--- src/rtl/cfg_port_pkg.sv ---
package cfg_port_pkg;
  localparam int DW = 8;
  localparam logic [DW-1:0] FER_INDEX = 8'h00;
  localparam int B_FDD_QUAD = 4;
  localparam int B_FDC_SEC  = 5;
  localparam int B_IDE_EN   = 6;
  localparam int B_IDE_SEC  = 7;

  // index-port address chosen by the straps; data port is one above
  function automatic logic [15:0] pair_base(input logic [1:0] s);
    case (s)
      2'b00:   return 16'h0398;
      2'b01:   return 16'h026E;
      2'b10:   return 16'h015C;
      default: return 16'h002E;
    endcase
  endfunction
endpackage

--- src/rtl/cfg_addr_decode.sv ---
module cfg_addr_decode #(
  parameter int ADDR_W = 16
) (
  input  logic              clk,
  input  logic              rst_n,
  input  logic [1:0]        strap,
  input  logic [ADDR_W-1:0] io_addr,
  output logic              idx_hit,
  output logic              data_hit
);
  import cfg_port_pkg::*;
  logic [1:0] strap_q;
  logic [ADDR_W-1:0] base;

  // straps follow the pins only while reset is held
  always_ff @(posedge clk) begin
    if (!rst_n) strap_q <= strap;
  end

  assign base     = ADDR_W'(pair_base(strap_q));
  assign idx_hit  = (io_addr == base);
  assign data_hit = (io_addr == base + ADDR_W'(1));

  p_strap_hold_r1: assert property (@(posedge clk) disable iff (!rst_n)
    $past(rst_n) |-> $stable(strap_q));
  p_hit_excl_r10: assert property (@(posedge clk) disable iff (!rst_n)
    $onehot0({idx_hit, data_hit}));
endmodule

--- src/rtl/cfg_fer_reg.sv ---
module cfg_fer_reg #(
  parameter int DW = 8
) (
  input  logic          clk,
  input  logic          rst_n,
  input  logic          wr_idx,
  input  logic          wr_data,
  input  logic [DW-1:0] wdata,
  output logic [DW-1:0] idx_q,
  output logic [DW-1:0] fer_q,
  output logic [DW-1:0] sel_rdata
);
  import cfg_port_pkg::*;
  logic fer_sel;

  assign fer_sel = (idx_q == DW'(FER_INDEX));

  always_ff @(posedge clk) begin
    if (!rst_n) begin
      idx_q <= '0;
      fer_q <= '0;
    end else begin
      if (wr_idx) idx_q <= wdata;
      if (wr_data && fer_sel) fer_q <= wdata;
    end
  end

  assign sel_rdata = fer_sel ? fer_q : '0;

  p_fer_load_r3: assert property (@(posedge clk) disable iff (!rst_n)
    (wr_data && fer_sel) |=> (fer_q == $past(wdata)));
  p_fer_keep_r4: assert property (@(posedge clk) disable iff (!rst_n)
    (!(wr_data && fer_sel)) |=> $stable(fer_q));
  p_reset_clear_r5: assert property (@(posedge clk)
    !rst_n |=> (fer_q == '0 && idx_q == '0));
endmodule

--- src/rtl/cfg_ide_gate.sv ---
module cfg_ide_gate #(
  parameter int CS_W = 2
) (
  input  logic            ide_en,
  input  logic [CS_W-1:0] cs_req,
  input  logic [CS_W-1:0] buf_req,
  input  logic            d7_oe_req,
  output logic [CS_W-1:0] cs_n,
  output logic [CS_W-1:0] buf_n,
  output logic            d7_oe
);
  genvar g;
  generate
    for (g = 0; g < CS_W; g++) begin : g_line
      assign cs_n[g]  = ~(ide_en & cs_req[g]);
      assign buf_n[g] = ~(ide_en & buf_req[g]);
    end
  endgenerate
  assign d7_oe = ide_en & d7_oe_req;

  always_comb begin
    if (!ide_en) begin
      p_ide_quiet_r8: assert (&cs_n && &buf_n && !d7_oe);
    end
  end
endmodule

--- src/rtl/cfg_index_port.sv ---
module cfg_index_port #(
  parameter int ADDR_W = 16,
  parameter int CS_W   = 2,
  parameter int NUM_UART = 2
) (
  input  logic                clk,
  input  logic                rst_n,
  input  logic [1:0]          strap,
  input  logic [ADDR_W-1:0]   io_addr,
  input  logic                io_rd,
  input  logic                io_wr,
  input  logic [7:0]          io_wdata,
  output logic [7:0]          io_rdata,
  output logic                io_hit,
  output logic [3:0]          func_en,
  output logic                fdd_quad,
  output logic                fdc_sec,
  output logic                ide_sec,
  output logic                ide_en,
  input  logic [CS_W-1:0]     ide_cs_req,
  input  logic [CS_W-1:0]     ide_buf_req,
  input  logic                ide_d7_oe_req,
  output logic [CS_W-1:0]     ide_cs_n,
  output logic [CS_W-1:0]     ide_buf_n,
  output logic                ide_d7_oe,
  input  logic [NUM_UART-1:0] uart_irq_req,
  output logic [NUM_UART-1:0] uart_irq
);
  import cfg_port_pkg::*;
  logic idx_hit, data_hit;
  logic wr_idx, wr_data;
  logic [7:0] idx_q, fer_q, sel_rdata;

  cfg_addr_decode #(.ADDR_W(ADDR_W)) u_dec (
    .clk(clk), .rst_n(rst_n), .strap(strap), .io_addr(io_addr),
    .idx_hit(idx_hit), .data_hit(data_hit)
  );

  assign wr_idx  = io_wr & idx_hit;
  assign wr_data = io_wr & data_hit;

  cfg_fer_reg #(.DW(8)) u_fer (
    .clk(clk), .rst_n(rst_n), .wr_idx(wr_idx), .wr_data(wr_data),
    .wdata(io_wdata), .idx_q(idx_q), .fer_q(fer_q), .sel_rdata(sel_rdata)
  );

  always_comb begin
    io_rdata = '0;
    if (io_rd && idx_hit)  io_rdata = idx_q;
    if (io_rd && data_hit) io_rdata = sel_rdata;
  end
  assign io_hit = idx_hit | data_hit;

  assign func_en  = fer_q[3:0];
  assign fdd_quad = fer_q[B_FDD_QUAD];
  assign fdc_sec  = fer_q[B_FDC_SEC];
  assign ide_en   = fer_q[B_IDE_EN];
  assign ide_sec  = fer_q[B_IDE_SEC];

  cfg_ide_gate #(.CS_W(CS_W)) u_ide (
    .ide_en(ide_en), .cs_req(ide_cs_req), .buf_req(ide_buf_req),
    .d7_oe_req(ide_d7_oe_req), .cs_n(ide_cs_n), .buf_n(ide_buf_n),
    .d7_oe(ide_d7_oe)
  );

  // interrupts bypass the enable bits on purpose
  assign uart_irq = uart_irq_req;

  p_miss_quiet_r10: assert property (@(posedge clk) disable iff (!rst_n)
    (io_wr && !io_hit) |=> ($stable(fer_q) && $stable(idx_q)));
  p_idx_load_r2: assert property (@(posedge clk) disable iff (!rst_n)
    wr_idx |=> (idx_q == $past(io_wdata)));
endmodule

--- config.mk ---
export PLATFORM = sky130hd
export DESIGN_NAME = cfg_index_port
export DESIGN_NICKNAME = d
export VERILOG_FILES = /design/src/rtl/cfg_port_pkg.sv /design/src/rtl/cfg_addr_decode.sv /design/src/rtl/cfg_fer_reg.sv /design/src/rtl/cfg_ide_gate.sv /design/src/rtl/cfg_index_port.sv
export SDC_FILE = /design/constraint.sdc
export NUM_CORES = 1
export LEC_CHECK = 0
export ABC_CLOCK_PERIOD_IN_PS = 2100
export CORE_UTILIZATION = 45
export DETAILED_ROUTE_END_ITERATION = 16
export DONT_BUFFER_PORTS = 1
export SYNTH_ARGS = -nofsm -noshare
export SYNTH_HDL_FRONTEND = slang
export SYNTH_SLANG_ARGS = --single-unit
--- constraint.sdc ---
create_clock -name clk -period 2.1 [get_ports clk]
set_clock_uncertainty 0.05 [all_clocks]
set_input_delay 0.21 -clock clk [delete_from_list [all_inputs] [get_ports clk]]
set_output_delay 0.21 -clock clk [all_outputs]
set_load 0.005 [all_outputs]
Word-level counts from Yosys, hierarchy flattened
Index checks and enable logic that the tools add are counted.

Add/sub/neg operators: 1. Eq/ne operators: 4. Mux-type cells: 4. Bitwise gates (word level): 12. Reductions and logical operators: 5.

Operators by type and width (count): $pmux 10 s3 (1); $mux 8 (3); $eq 16x10->1 (1); $eq 16x16->1 (1); $add 10x1->11 const B (1); $logic_not 8->1 (1); $and 1x1->1 (7); $not 1->1 (4); $logic_and 1x1->1 (3); $eq 2x1->1 const B (1); $eq 2x2->1 const B (1); $logic_not 2->1 (1); $or 1x1->1 (1).

Register bits after elaboration: 18. Word-level logic and storage cells: 29.

Logic depth before layout (Yosys ltp)
Word-level depth: 6. Depth in mapped cells: 7.

Hierarchy
A second synthesis with hierarchy kept.

Cell total of the unflattened synthesis: 128. Area, all modules: 1166.1 um^2.

Modules (own cells, without submodules): cfg_fer_reg (instances 1, cells each 72, area each 694.4 um^2, seq. area each 320.3 um^2); cfg_addr_decode (instances 1, cells each 33, area each 300.3 um^2, seq. area each 60.1 um^2); cfg_index_port (instances 1, cells each 18, area each 150.1 um^2, seq. area each 0.0 um^2); cfg_ide_gate (instances 1, cells each 5, area each 21.3 um^2, seq. area each 0.0 um^2).

Worst setup path before layout
No wires, ideal clock.

Path kind: register to output. From: reg u_dec.strap_q[0]. To: out io_rdata[0]. Arrival time: 1.953 ns. Setup slack: -0.113 ns. Stages on the path, launching flop included: 8. Cells stage by stage: edfxtp_1 inv_1 ha_1 xnor2_1 nand4_2 or4b_1 buf_2 nor2_1.

Word-level cells in the longest chain between the ends: 6.

RTL lines: start: declaration (RTL line cfg_addr_decode.sv:12) `logic [1:0] strap_q;`; start signal: assignment (RTL line cfg_addr_decode.sv:17) `if (!rst_n) strap_q <= strap;`; $eq 2x2->1 (tied with other cells) (RTL line cfg_port_pkg.sv:11) `case (s)`; $pmux 10 s3 * (RTL line cfg_port_pkg.sv:11); $add 10x1->11 / $eq 16x10->1 (equally long branches) (RTL line cfg_addr_decode.sv:22, cfg_addr_decode.sv:21); $eq 16x16->1 / $logic_and 1x1->1 (equally long branches) (RTL line cfg_addr_decode.sv:22, cfg_index_port.sv:49); $logic_and 1x1->1 / $mux 8 (equally long branches) (RTL line cfg_index_port.sv:50, cfg_index_port.sv:49); $mux 8 * (RTL line cfg_index_port.sv:50) `if (io_rd && data_hit) io_rdata = sel_rdata;`; end: declaration (RTL line cfg_index_port.sv:13) `output logic [7:0] io_rdata,`.

Every way passes the cells marked *; elsewhere a longest branch is shown, timed or not.

Worst setup path in the final report
From: reg u_dec.strap_q[0]. To: out io_rdata[4].

Same word-level chain as after synthesis.

==> flow_metrics.env <==
export IMPL_status="finished with violations"
export IMPL_violations="setup timing"
export IMPL_io_pins=61
export IMPL_globalplace_congestion=0.780
export IMPL_max_cap_violations=0
export IMPL_p_leak_nw=0.466
export IMPL_layout_common_cells="nand2_1, mux2i_1, dfxtp_1"
export IMPL_first_iter_violations=15
export IMPL_slew_limit_headroom_pct=76.8
export IMPL_drc_errors=0
export IMPL_seq_area_frac_synth_pct=34.9
export IMPL_die_height_um=51.2
export IMPL_drt_pass1_iter_count=4
export IMPL_numCtsBuffers=3
export IMPL_ant_nets=0
export IMPL_powerDensity_nw_per_um2=453
export IMPL_die_area_sq_um=2620
export IMPL_antenna_cells=0
export IMPL_syn_inst=123
export IMPL_fin_hold_ws_ns=0.00890
export IMPL_core_area_sq_um=2250
export IMPL_port_buffers=0
export IMPL_cts_root_buf="clkbuf_4"
export IMPL_finalMaxSlewViolations=0
export IMPL_path_clk_slew_ns=0.10
export IMPL_cp_required_ns=1.84
export IMPL_min_path_type="in2reg"
export IMPL_layout_setup_ws_ns=-0.329
export IMPL_finalCritPeriodShare_pct=116
export IMPL_area_delta_synth_final_pct=24.9
export IMPL_routed_wl_mm=2.41
export IMPL_worstPathArrival_ns=2.17
export IMPL_synth_nets=164
export IMPL_r2r_setup_slack_ns=0.09
export IMPL_cts_tree="done"
export IMPL_grt_max_degree=23
export IMPL_syn_area_per_cell_sq_um=8.86
export IMPL_critPathMaxFanout=4
export IMPL_grt_pass1_wl_mm=3.95
export IMPL_die_w_um=51.2
export IMPL_grt_ovfl_total=0
export IMPL_synth_warnings=0
export IMPL_critPathCaptureType="output port"
export IMPL_reg2reg_depth=8
export IMPL_clockBufferDepth=2
export IMPL_clk_latency_ns=0.28
export IMPL_layout_commonest_cell="nand2_1"
export IMPL_worstMarginPinSlew_ns=0.345
export IMPL_rsz0062_at_grt="true"
export IMPL_grt_use_total_pct=20.2
export IMPL_vias=892
export IMPL_synth_cell_type_count=29
export IMPL_place_hpwl_mm=1.77
export IMPL_hold_depth=2
export IMPL_via_per_inst=5.51
export IMPL_cts_sinks=18
export IMPL_cts_htree_levels=1
export IMPL_nets=176
export IMPL_antenna_found_initial=0
export IMPL_period_minus_slack_ns=2.43
export IMPL_post_route_cell_area_sq_um=1360
export IMPL_cp_start_kind="flip-flop"
export IMPL_post_dp_cell_area_sq_um=1160
export IMPL_synth_area_sq_um=1090
export IMPL_crit_type="reg2out"
export IMPL_ir_worst_vdd_mv=0.286
export IMPL_rows=17
export IMPL_first_global_vias=925
export IMPL_finalSetupViolations=8
export IMPL_hold_viol_final=0
export IMPL_start_util_pct=48.3
export IMPL_fmax_mhz=412
export IMPL_ys_ff_latch=18
export IMPL_drive_above_1_share_pct=27.6
export IMPL_wl_per_cell_um=14.9
## Yosys cell counts (all sizes together)
cell	instances	area share, %
o21bai	1	0.69
or4b	1	0.92
nor3	3	1.8
xor2	2	1.6
o211ai	1	1.1
and4b	1	1.0
edfxtp	2	5.5
nor2b	9	5.2
and3	1	0.57
nand2	28	9.6
xnor2	3	2.4
mux2i	16	15
nand4	2	1.7
nor2	8	2.8
buf	4	2.2
nand2b	1	0.57
inv	3	1.0
a21oi	8	3.7
dfxtp	16	29
and2	1	0.57
nor4b	2	2.8
nor4	3	4.5
clkbuf	3	1.0
ha	4	4.6
## timing repair
item,4_1_cts,5_1_grt
gates resized for setup,28,2
cloned,0,0
pin swaps,5,6
setup endpoints to repair,10,24
hold buffers,3,0
buffers inserted,1,1
hold endpoints to repair,6,0
## kinds of logic (layout without fill, tap and decap cells)
| group | Yosys count | after routing | share of synthesized area, % |
|---|---|---|---|
| mux | 16 | 16 | 14.7 |
| xor+xnor | 5 | 5 | 4.02 |
| fa+ha+maj | 4 | 4 | 4.59 |
| simple gates | 60 | 60 | 32.0 |
| buf+inv | 10 | 21 | 4.25 |
| compound gates | 10 | 10 | 5.51 |
| flops | 18 | 18 | 34.9 |
## final cells by class
cell class | instances | area, sq um
Fill cell | 195 | 893
Inverter | 3 | 11.3
Clock buffer | 4 | 26.3
Multi-Input combinational cell | 95 | 777
Timing Repair Buffer | 14 | 131
Sequential cell | 18 | 380
Tap cell | 28 | 35.0
## worst max-delay path: stages, from the launching register on
cell and delay [ns]:
edfxtp_1 0.47, inv_2 0.12, ha_2 0.21, o21bai_1 0.08
xnor2_1 0.16, or4b_4 0.55, buf_8 0.16, nor2_4 0.11
## power breakdown
part           leakage [nW]  switching (mW)  total [mW]  internal (mW)
Combinational         0.302          0.0451      0.0885         0.0435
Clock                0.0150           0.101       0.175         0.0737
Sequential            0.148         0.00286       0.354          0.351
## sequential cells by signal (all words and copies together), names as in the netlist
register / count
u_fer.fer_q: 8
u_fer.idx_q: 8
u_dec.strap_q: 2
## worst paths after layout
kind,start,endpoint
min,rst_n,u_fer.idx_q[6]
min reg2reg,u_fer.idx_q[2],u_fer.idx_q[2]
max,u_dec.strap_q[0],io_rdata[4]
max reg2reg,u_dec.strap_q[0],u_fer.idx_q[5]
## layer usage
layer  wire length [um]  GRT usage (%)  up-vias
li1                   -              -      436
met4                 17           7.66        0
met1                970           22.1      411
met5                  0              0        -
met2               1190           36.8       41
met3                228           5.36        4
## stage by stage
step           total power [mW]  instances  setup TNS, ns  util [%]  setup slack, ns
2_1_floorplan             0.418        123         -0.539         -          -0.0673
3_3_place_gp              0.423        154         -0.190      51.7          -0.0542
3_5_place_dp              0.427        154         -0.657      51.7           -0.103
4_1_cts                   0.627        161          -2.67      59.8           -0.341
5_1_grt                   0.646        162          -3.99      60.4           -0.441
6_report                  0.617        162          -2.60      60.4           -0.329
No activity file was read; power rests on OpenSTA's default activity.
